[config.mk]
export PLATFORM = sky130hd
export DESIGN_NAME = bl_unit
export DESIGN_NICKNAME = d
export VERILOG_FILES = /design/src/rtl/bl_pkg.sv /design/src/rtl/bl_decode.sv /design/src/rtl/bl_cond.sv /design/src/rtl/bl_target.sv /design/src/rtl/bl_unit.sv
export SDC_FILE = /design/constraint.sdc
export NUM_CORES = 1
export LEC_CHECK = 0
export BUFFER_PORTS_ARGS = -buffer_cell sky130_fd_sc_hd__buf_4
export CORE_UTILIZATION = 40
export CTS_CLUSTER_DIAMETER = 60
export DETAILED_ROUTE_END_ITERATION = 10
export GPL_ROUTABILITY_DRIVEN = 0
export HOLD_SLACK_MARGIN = 0.12
export PLACE_DENSITY = 0.61
export SYNTH_ARGS = -nofsm -noshare
export SYNTH_HDL_FRONTEND = slang
export SYNTH_HIERARCHICAL = 1
export SYNTH_SLANG_ARGS = --single-unit
[constraint.sdc]
create_clock -name clk -period 3.1 [get_ports clk]
set_input_delay 0.31 -clock clk [delete_from_list [all_inputs] [get_ports clk]]
set_output_delay 0.31 -clock clk [all_outputs]
set_load 0.02 [all_outputs]
[src/rtl/bl_pkg.sv]
package bl_pkg;

    localparam int DATA_W     = 16;
    localparam int BR_OFF_W   = 8;
    localparam int LOOP_OFF_W = 6;
    localparam int IDX_W      = 3;
    localparam int SEL_W      = 4;

    typedef enum logic [1:0] {
        CLS_PASS   = 2'd0,
        CLS_BRANCH = 2'd1,
        CLS_LOOP   = 2'd2
    } instr_cls_t;

    typedef enum logic [1:0] {
        ST_IDLE   = 2'd0,
        ST_BRANCH = 2'd1,
        ST_LOOP   = 2'd2,
        ST_PASS   = 2'd3
    } bl_state_t;

endpackage

[src/rtl/bl_decode.sv]
module bl_decode
    import bl_pkg::*;
#(
    parameter int W      = DATA_W,
    parameter int OFF_W  = BR_OFF_W,
    parameter int LOFF_W = LOOP_OFF_W,
    parameter int RIX_W  = IDX_W
) (
    input  logic [W-1:0]      instr,
    output instr_cls_t        cls,
    output logic [SEL_W-1:0]  cond_sel,
    output logic [OFF_W-1:0]  br_off,
    output logic [LOFF_W-1:0] loop_off,
    output logic [RIX_W-1:0]  loop_reg
);

    localparam int LOOP_TAG_W = W - RIX_W - LOFF_W;
    localparam logic [LOOP_TAG_W-1:0] LOOP_TAG = 7'b0111111;

    logic [W-OFF_W-1:0] hi_byte;
    logic               hi_group_ok;

    assign hi_byte  = instr[W-1:OFF_W];
    assign br_off   = instr[OFF_W-1:0];
    assign loop_off = instr[LOFF_W-1:0];
    assign loop_reg = instr[LOFF_W+RIX_W-1:LOFF_W];
    assign cond_sel = {instr[W-1], instr[OFF_W+2:OFF_W]};

    // bits 14..11 of the high byte must be clear for either branch group
    assign hi_group_ok = (hi_byte[W-OFF_W-2:3] == '0);

    always_comb begin
        cls = CLS_PASS;
        if (instr[W-1:W-LOOP_TAG_W] == LOOP_TAG) begin
            cls = CLS_LOOP;
        end else if (hi_group_ok && (hi_byte[W-OFF_W-1] || (hi_byte[2:0] != 3'd0))) begin
            cls = CLS_BRANCH;
        end
    end

endmodule

[src/rtl/bl_cond.sv]
module bl_cond
    import bl_pkg::*;
(
    input  logic [SEL_W-1:0] sel,
    input  logic             n,
    input  logic             z,
    input  logic             v,
    input  logic             c,
    output logic             met
);

    logic nv;
    assign nv = n ^ v;

    always_comb begin
        unique case (sel)
            4'b0000: met = 1'b0;
            4'b0001: met = 1'b1;
            4'b0010: met = !z;
            4'b0011: met = z;
            4'b0100: met = !nv;
            4'b0101: met = nv;
            4'b0110: met = !(z | nv);
            4'b0111: met = z | nv;
            4'b1000: met = !n;
            4'b1001: met = n;
            4'b1010: met = !(c | z);
            4'b1011: met = c | z;
            4'b1100: met = !v;
            4'b1101: met = v;
            4'b1110: met = !c;
            4'b1111: met = c;
            default: met = 1'b0;
        endcase
    end

endmodule

[src/rtl/bl_target.sv]
module bl_target
    import bl_pkg::*;
#(
    parameter int W      = DATA_W,
    parameter int OFF_W  = BR_OFF_W,
    parameter int LOFF_W = LOOP_OFF_W
) (
    input  logic [W-1:0]      pc,
    input  logic [OFF_W-1:0]  br_off,
    input  logic [LOFF_W-1:0] loop_off,
    input  logic [W-1:0]      count,
    output logic [W-1:0]      br_dest,
    output logic [W-1:0]      loop_dest,
    output logic [W-1:0]      count_dec,
    output logic              count_live
);

    localparam int BR_EXT_W   = W - OFF_W - 1;
    localparam int LOOP_EXT_W = W - LOFF_W - 1;

    logic [W-1:0] br_bytes;
    logic [W-1:0] loop_bytes;

    // word offsets become byte distances by a left shift of one
    assign br_bytes   = {{BR_EXT_W{br_off[OFF_W-1]}}, br_off, 1'b0};
    assign loop_bytes = {{LOOP_EXT_W{1'b0}}, loop_off, 1'b0};

    assign br_dest    = pc + br_bytes;
    assign loop_dest  = pc - loop_bytes;
    assign count_dec  = count - W'(1);
    assign count_live = (count_dec != '0);

endmodule

[src/rtl/bl_unit.sv]
module bl_unit
    import bl_pkg::*;
#(
    parameter int W      = DATA_W,
    parameter int OFF_W  = BR_OFF_W,
    parameter int LOFF_W = LOOP_OFF_W,
    parameter int RIX_W  = IDX_W
) (
    input  logic             clk,
    input  logic             rst_n,
    input  logic             issue,
    input  logic [W-1:0]     instr,
    input  logic [W-1:0]     pc_in,
    input  logic             flag_n,
    input  logic             flag_z,
    input  logic             flag_v,
    input  logic             flag_c,
    input  logic [W-1:0]     loop_val,
    output logic             done,
    output logic             ctl_hit,
    output logic             taken,
    output logic [W-1:0]     pc_out,
    output logic             loop_wr,
    output logic [RIX_W-1:0] loop_idx,
    output logic [W-1:0]     loop_data
);

    instr_cls_t        cls;
    logic [SEL_W-1:0]  cond_sel;
    logic [OFF_W-1:0]  br_off;
    logic [LOFF_W-1:0] loop_off;
    logic [RIX_W-1:0]  loop_reg;
    logic              cond_met;
    logic [W-1:0]      br_dest;
    logic [W-1:0]      loop_dest;
    logic [W-1:0]      count_dec;
    logic              count_live;

    bl_state_t         state_q;
    bl_state_t         state_d;
    logic              go_q;
    logic              go_d;
    logic [W-1:0]      dest_q;
    logic [W-1:0]      dest_d;
    logic [RIX_W-1:0]  idx_q;
    logic [W-1:0]      cnt_q;

    bl_decode #(.W(W), .OFF_W(OFF_W), .LOFF_W(LOFF_W), .RIX_W(RIX_W)) u_decode (
        .instr    (instr),
        .cls      (cls),
        .cond_sel (cond_sel),
        .br_off   (br_off),
        .loop_off (loop_off),
        .loop_reg (loop_reg)
    );

    bl_cond u_cond (
        .sel (cond_sel),
        .n   (flag_n),
        .z   (flag_z),
        .v   (flag_v),
        .c   (flag_c),
        .met (cond_met)
    );

    bl_target #(.W(W), .OFF_W(OFF_W), .LOFF_W(LOFF_W)) u_target (
        .pc         (pc_in),
        .br_off     (br_off),
        .loop_off   (loop_off),
        .count      (loop_val),
        .br_dest    (br_dest),
        .loop_dest  (loop_dest),
        .count_dec  (count_dec),
        .count_live (count_live)
    );

    // next state and the result to carry into the output cycle
    always_comb begin
        state_d = ST_IDLE;
        go_d    = 1'b0;
        dest_d  = pc_in;
        if (issue) begin
            unique case (cls)
                CLS_BRANCH: begin
                    state_d = ST_BRANCH;
                    go_d    = cond_met;
                    dest_d  = cond_met ? br_dest : pc_in;
                end
                CLS_LOOP: begin
                    state_d = ST_LOOP;
                    go_d    = count_live;
                    dest_d  = count_live ? loop_dest : pc_in;
                end
                default: begin
                    state_d = ST_PASS;
                end
            endcase
        end
    end

    // state register with its captured results
    always_ff @(posedge clk) begin
        if (!rst_n) begin
            state_q <= ST_IDLE;
            go_q    <= 1'b0;
            dest_q  <= '0;
            idx_q   <= '0;
            cnt_q   <= '0;
        end else begin
            state_q <= state_d;
            go_q    <= go_d;
            dest_q  <= dest_d;
            if (issue && (cls == CLS_LOOP)) begin
                idx_q <= loop_reg;
                cnt_q <= count_dec;
            end
        end
    end

    // outputs decoded from the current state
    always_comb begin
        done      = 1'b0;
        ctl_hit   = 1'b0;
        taken     = 1'b0;
        pc_out    = '0;
        loop_wr   = 1'b0;
        loop_idx  = idx_q;
        loop_data = cnt_q;
        unique case (state_q)
            ST_IDLE: begin
            end
            ST_BRANCH: begin
                done    = 1'b1;
                ctl_hit = 1'b1;
                taken   = go_q;
                pc_out  = dest_q;
            end
            ST_LOOP: begin
                done    = 1'b1;
                ctl_hit = 1'b1;
                taken   = go_q;
                pc_out  = dest_q;
                loop_wr = 1'b1;
            end
            ST_PASS: begin
                done    = 1'b1;
                pc_out  = dest_q;
            end
            default: begin
            end
        endcase
    end

    // no issue, no result cycle
    a_r2_idle_quiet: assert property (@(posedge clk) disable iff (!rst_n)
        !issue |=> (!done && !taken && !loop_wr && !ctl_hit));

    // every issue yields a result cycle
    a_r9_issue_done: assert property (@(posedge clk) disable iff (!rst_n)
        issue |=> done);

    // whenever control does not move, the next PC is the incoming PC
    a_r6_fallthrough: assert property (@(posedge clk) disable iff (!rst_n)
        issue |=> (taken || pc_out == $past(pc_in)));

    // the unconditional branch always moves
    a_r3_always_taken: assert property (@(posedge clk) disable iff (!rst_n)
        (issue && instr[W-1:OFF_W] == 8'h01) |=> (taken && ctl_hit));

    // every loop issue writes back the decremented count
    a_r7_loop_strobe: assert property (@(posedge clk) disable iff (!rst_n)
        (issue && instr[W-1:W-7] == 7'b0111111) |=>
            (loop_wr && loop_data == $past(loop_val) - W'(1)));

    // a count reaching zero stops the loop
    a_r8_zero_stops: assert property (@(posedge clk) disable iff (!rst_n)
        (loop_wr && loop_data == '0) |-> !taken);

    // the write strobe only accompanies a control-transfer result
    a_r7_strobe_ctl: assert property (@(posedge clk) disable iff (!rst_n)
        loop_wr |-> (ctl_hit && done));

endmodule

[Word level (Yosys, flattened, before mapping)]
Index checks and enable logic that the tools add are counted.
Word-level totals
  register bits: 38
  output and inout port bits: 39
  word-level logic and storage cells: 63
Operators by class
  add/sub/neg operators: 3
  equal/unequal tests: 21
  muxes and demuxes: 14
  bitwise logic cells: 3
  reductions and logical operators: 17
Operators by type and width (number)
  two-way mux 16 bit: 4
  equality test 4 bit, second input constant: 8
  one-hot mux 16 bit (2 select lines): 1
  adder 16 bit: 1
  equality test 4 x 3 -> 1 bit, second input constant: 4
  one-hot mux 1 bit (16 select lines): 1
  nonzero test 16 bit: 1
  subtractor 16 x 1 -> 16 bit, second input constant: 1
  subtractor 16 x 7 -> 16 bit: 1
  equality test 4 x 2 -> 1 bit, second input constant: 2
  zero test 4 bit: 2
  equality test 7 x 6 -> 1 bit, second input constant: 1
  zero test 1 bit: 7
  equality test 2 bit, second input constant: 3
  two-way mux 1 bit: 5
  equality test 2 x 1 -> 1 bit, second input constant: 2
  equality test 4 x 1 -> 1 bit, second input constant: 1
  one-hot mux 2 bit (2 select lines): 1
  nonzero test 3 bit: 1
  OR reduction 3 bit: 1
  logical AND 1 bit: 2
  two-way mux 2 bit: 1
  bitwise OR 1 bit: 2
  one-hot mux 1 bit (2 select lines): 1
  4 further kinds: 4

[Depth between registers and ports, before layout]
  depth in word-level cells: 8
  mapped depth: 12
  gate-level depth less buffers: 10

[Cells and area by module]
Netlist, hierarchy kept.
Modules (own cells, without submodules)
  bl_unit: instances 1, cells each 180, area an instance 1632.8 um^2
  bl_target: instances 1, cells each 203, area an instance 1445.1 um^2
  bl_decode: instances 1, cells each 27, area an instance 192.7 um^2
  bl_cond: instances 1, cells each 9, area an instance 78.8 um^2

[Worst setup path after synthesis]
OpenSTA, ideal clock, no wires.
  kind: input to register
  start point: input port loop_val[5]
  end point: register dest_q[6]
  data arrival time: 2.770 ns
  setup slack: 0.260 ns
  stages: 9
  cell sequence: or3_4 -> nor4_2 -> xor2_2 -> or4_1 -> or4b_1 -> nand2b_2 -> a31oi_4 -> buf_6 -> o2bb2ai_1
On the way
  word-level cells in the longest chain between the ends: 5
RTL lines
  from (decl): RTL line bl_unit.sv:18  | input logic [W-1:0] loop_val,
  subtractor 16 x 1 -> 16 bit: RTL line bl_target.sv:30  | assign count_dec = count - W'(1);
  named net count_dec[8]: RTL line bl_unit.sv:36  | logic [W-1:0] count_dec;
  nonzero test 16 bit: RTL line bl_target.sv:31  | assign count_live = (count_dec != '0);
  named net count_live: RTL line bl_unit.sv:37  | logic count_live;
  two-way mux 16 bit: RTL line bl_unit.sv:92  | dest_d = count_live ? loop_dest : pc_in;
  one-hot mux 16 bit (2 select lines): RTL line bl_unit.sv:83  | unique case (cls)
  two-way mux 16 bit: RTL line bl_unit.sv:82  | if (issue) begin
  to (signal assigned): RTL line bl_unit.sv:112  | dest_q <= dest_d;
  to (decl): RTL line bl_unit.sv:43  | logic [W-1:0] dest_q;
The timed path passes the listed nets, and every way through them passes these cells.
A chain may end at the register's enable or synchronous reset.

[Worst setup path after layout]
  start point: input port loop_val[5]
  end point: register dest_q[3]
The elaborated chain is that of the path after synthesis.

==> qor.yml <==
global_routing:
  grt_max_degree: 21
  grt_pass1_wl_mm: 13.7
  grt_pass1_vias: 2871
  grt-ovfl-total: 0
  track_usage_pct: 19.9
  antenna_found_initial: 0
floorplanning:
  io_pins: 94
  initial_utilization_pct: 41.0
  die_area_um2: 8740
  die_y_um: 93.5
  row_count: 33
  die_width_um: 93.5
  core-area_um2: 8180
cts:
  cts_tree: "yes"
  clk_latency_ns: 0.28
  holdBufCountCts: 0
  cts_buffers: 5
  path_clk_slew_ns: 0.07
  post_cts.repair.setup_buffers: 0
  cts_resized: 0
  htreeDepth: 2
  cts-root-buf: "clkbuf_8"
  clockBufferDepth: 2
  clock-sinks: 38
worst_setup_path:
  r2r_start: "loop_data[9]$_SDFFE_PN0P_"
  worst_setup_path_end_kind: "flop"
  arrival_ns: 2.99
  critPathRequiredTime_ns: 3.31
  path_class: "primary input to flop"
  startpoint_type: "primary input"
  cp_max_fo: 16
  crit_start: "loop_val[5]"
synthesis:
  ys_seq_area_share_pct: 22.7
  synth_area_um2: 3350
  synthCells: 419
  synth_xor_area_share_pct: 9.38
  synth_top_family_by_area: "simple AND/OR/NAND/NOR gates"
  synthTopCellsByCount: "nand2_1, dfxtp_1, a21oi_1"
  synth_flop_cell: "dfxtp_1"
  avgSynthCellArea_um2: 7.99
  synth-simple-area-share_pct: 23.9
  synth_edf_count: 0
  yosys.area.top_type_share_pct: 22.7
  ys_top_cells_by_area: "dfxtp_1, ha_1, buf_4"
  synth.area.mux_share_pct: 1.05
  synth_compound_gate_area_share_pct: 21.5
  synth_top_area_cell: "dfxtp_1"
  ys_ff_latch: 38
  synth_nets: 502
  synth_warnings: 6
  async_reset_ff_share_pct: 0
  synth_most_common_cell: "nand2_1"
  yosysUniqueCellTypes: 55
  synth_fa_ha_area_share_pct: 10.9
route:
  route.detailed.drc: 1
  wl_per_cell_um: 14.2
  routed_wl_mm: 8.39
  vias: 3090
  vias_per_cell: 5.22
  ant_nets: 0
  drt-initial-drc-count: 81
  first_pass_iters: 7
final_layout:
  nNetsFinal: 570
  design_area_um2: 4040
  drive_gt1_share_pct: 24.4
  n_antenna_cell: 0
  area_growth_pct: 20.7
min_path:
  min_path_type: "primary input to flop"
  min-delay-start: "pc_in[0]"
run_status:
  outcome: "finished, violations left"
  violations: "design-rule violations"
sta:
  finClkSkew_ns: 0
  relSlewSlack_pct: 55.3
  finalSetupViolCount: 0
  final_hold_viol_count: 0
  post-route-period-util_pct: 89.6
  fmax_mhz: 360
  tns_ns: 0
  maxSlewViolCount: 0
  rsz0062_at_grt: "no"
  tightest_slew_ns: 0.670
  min_period_ns: 2.78
job:
  drv_cap: 0
place:
  dp.final_hpwl_mm: 6.73
  place_area_um2: 3970
  port_buffers: 93
power_and_ir_drop:
  leakage_nw: 1.66
  power.density_nw_per_um2: 308
  vdd_ir_drop_max_mv: 0.132
[sequential cells by signal (all words and copies together) (netlist names)]
register / flops
state_q: 2
loop_data: 16
go_q: 1
loop_idx: 3
dest_q: 16
[layout make-up]
cell class | instances | area [µm²]
clock buffers | 7 | 76.3
fillers | 847 | 4130
inverters | 19 | 71.3
multi-input cells | 324 | 2230
flip-flops and latches | 38 | 761
well taps | 105 | 131
repair buffers | 99 | 768
[final timing paths]
path                               end  slack [ns]  cells after the start
min reg2reg  loop_data[6]$_SDFFE_PN0P_        0.46                      2
max reg2reg  loop_data[9]$_SDFFE_PN0P_        2.48                      2
max               dest_q[3]$_SDFF_PN0_        0.32                     10
min               dest_q[0]$_SDFF_PN0_        0.24                      2
[report_power, final]
group / switching [W] / leakage (nW) / total, W / internal, W
clock: 0.000161 / 0.0383 / 0.000316 / 0.000155
combinational: 0.000227 / 1.31 / 0.000424 / 0.000196
sequential: 0.00000369 / 0.311 / 0.000505 / 0.000502
[layer usage]
| metal | up-vias | part of all wire, % | GRT usage, % |
|---|---|---|---|
| met2 | 77 | 47 | 32.5 |
| met4 | 0 | 0.62 | 4.74 |
| li1 | 1591 | - | - |
| met3 | 5 | 4.4 | 3.09 |
| met1 | 1417 | 48 | 27.3 |
| met5 | - | 0 | 0 |
[worst max-delay path, cell delays in order]
cell and delay [ns]:
buf_4 0.11, or3_4 0.40, nor4_2 0.32, xor2_2 0.11
or4_1 0.52, or4b_1 0.51, nand2b_2 0.22, a31oi_4 0.20
buf_12 0.17, o2bb2ai_1 0.11
[cells in the final DEF, fill, tap and decap left out, types with 8 or more instances in the layout]
cell type and n:
dfxtp_1 38, o21ai_0 14, nor2_1 29, nand3_1 9
o2bb2ai_1 16, nor3_1 8, inv_1 19, a22oi_1 16
xnor2_1 20, nand2_1 47, ha_1 26, nor2b_1 20
buf_4 97, a21oi_1 33, xor2_1 14
[logic make-up (layout without fill, tap and decap cells)]
family	after synthesis	after routing
AND/OR/NAND/NOR	153	153
AO/OA/AOI/OAI	105	105
buffers and inverters	57	125
flip-flops	38	38
XOR/XNOR	35	35
adder cells (fa/ha/maj)	28	28
multiplexers	3	3
[metrics by stage]
step	total power (W)	setup WS [ns]	instances	hold WS, ns	utilization, %
finish	0.00125	0.321	592	0.240	49.4
global route	0.00132	0.161	592	0.244	49.4
CTS	0.00126	0.331	592	0.232	49.4
detailed placement	0.000939	0.0421	585	0.450	48.5
global placement	0.000932	0.0827	585	0.444	48.5
floorplan	0.000803	0.260	419	0.427	-
(Power assumes the default switching activity.)
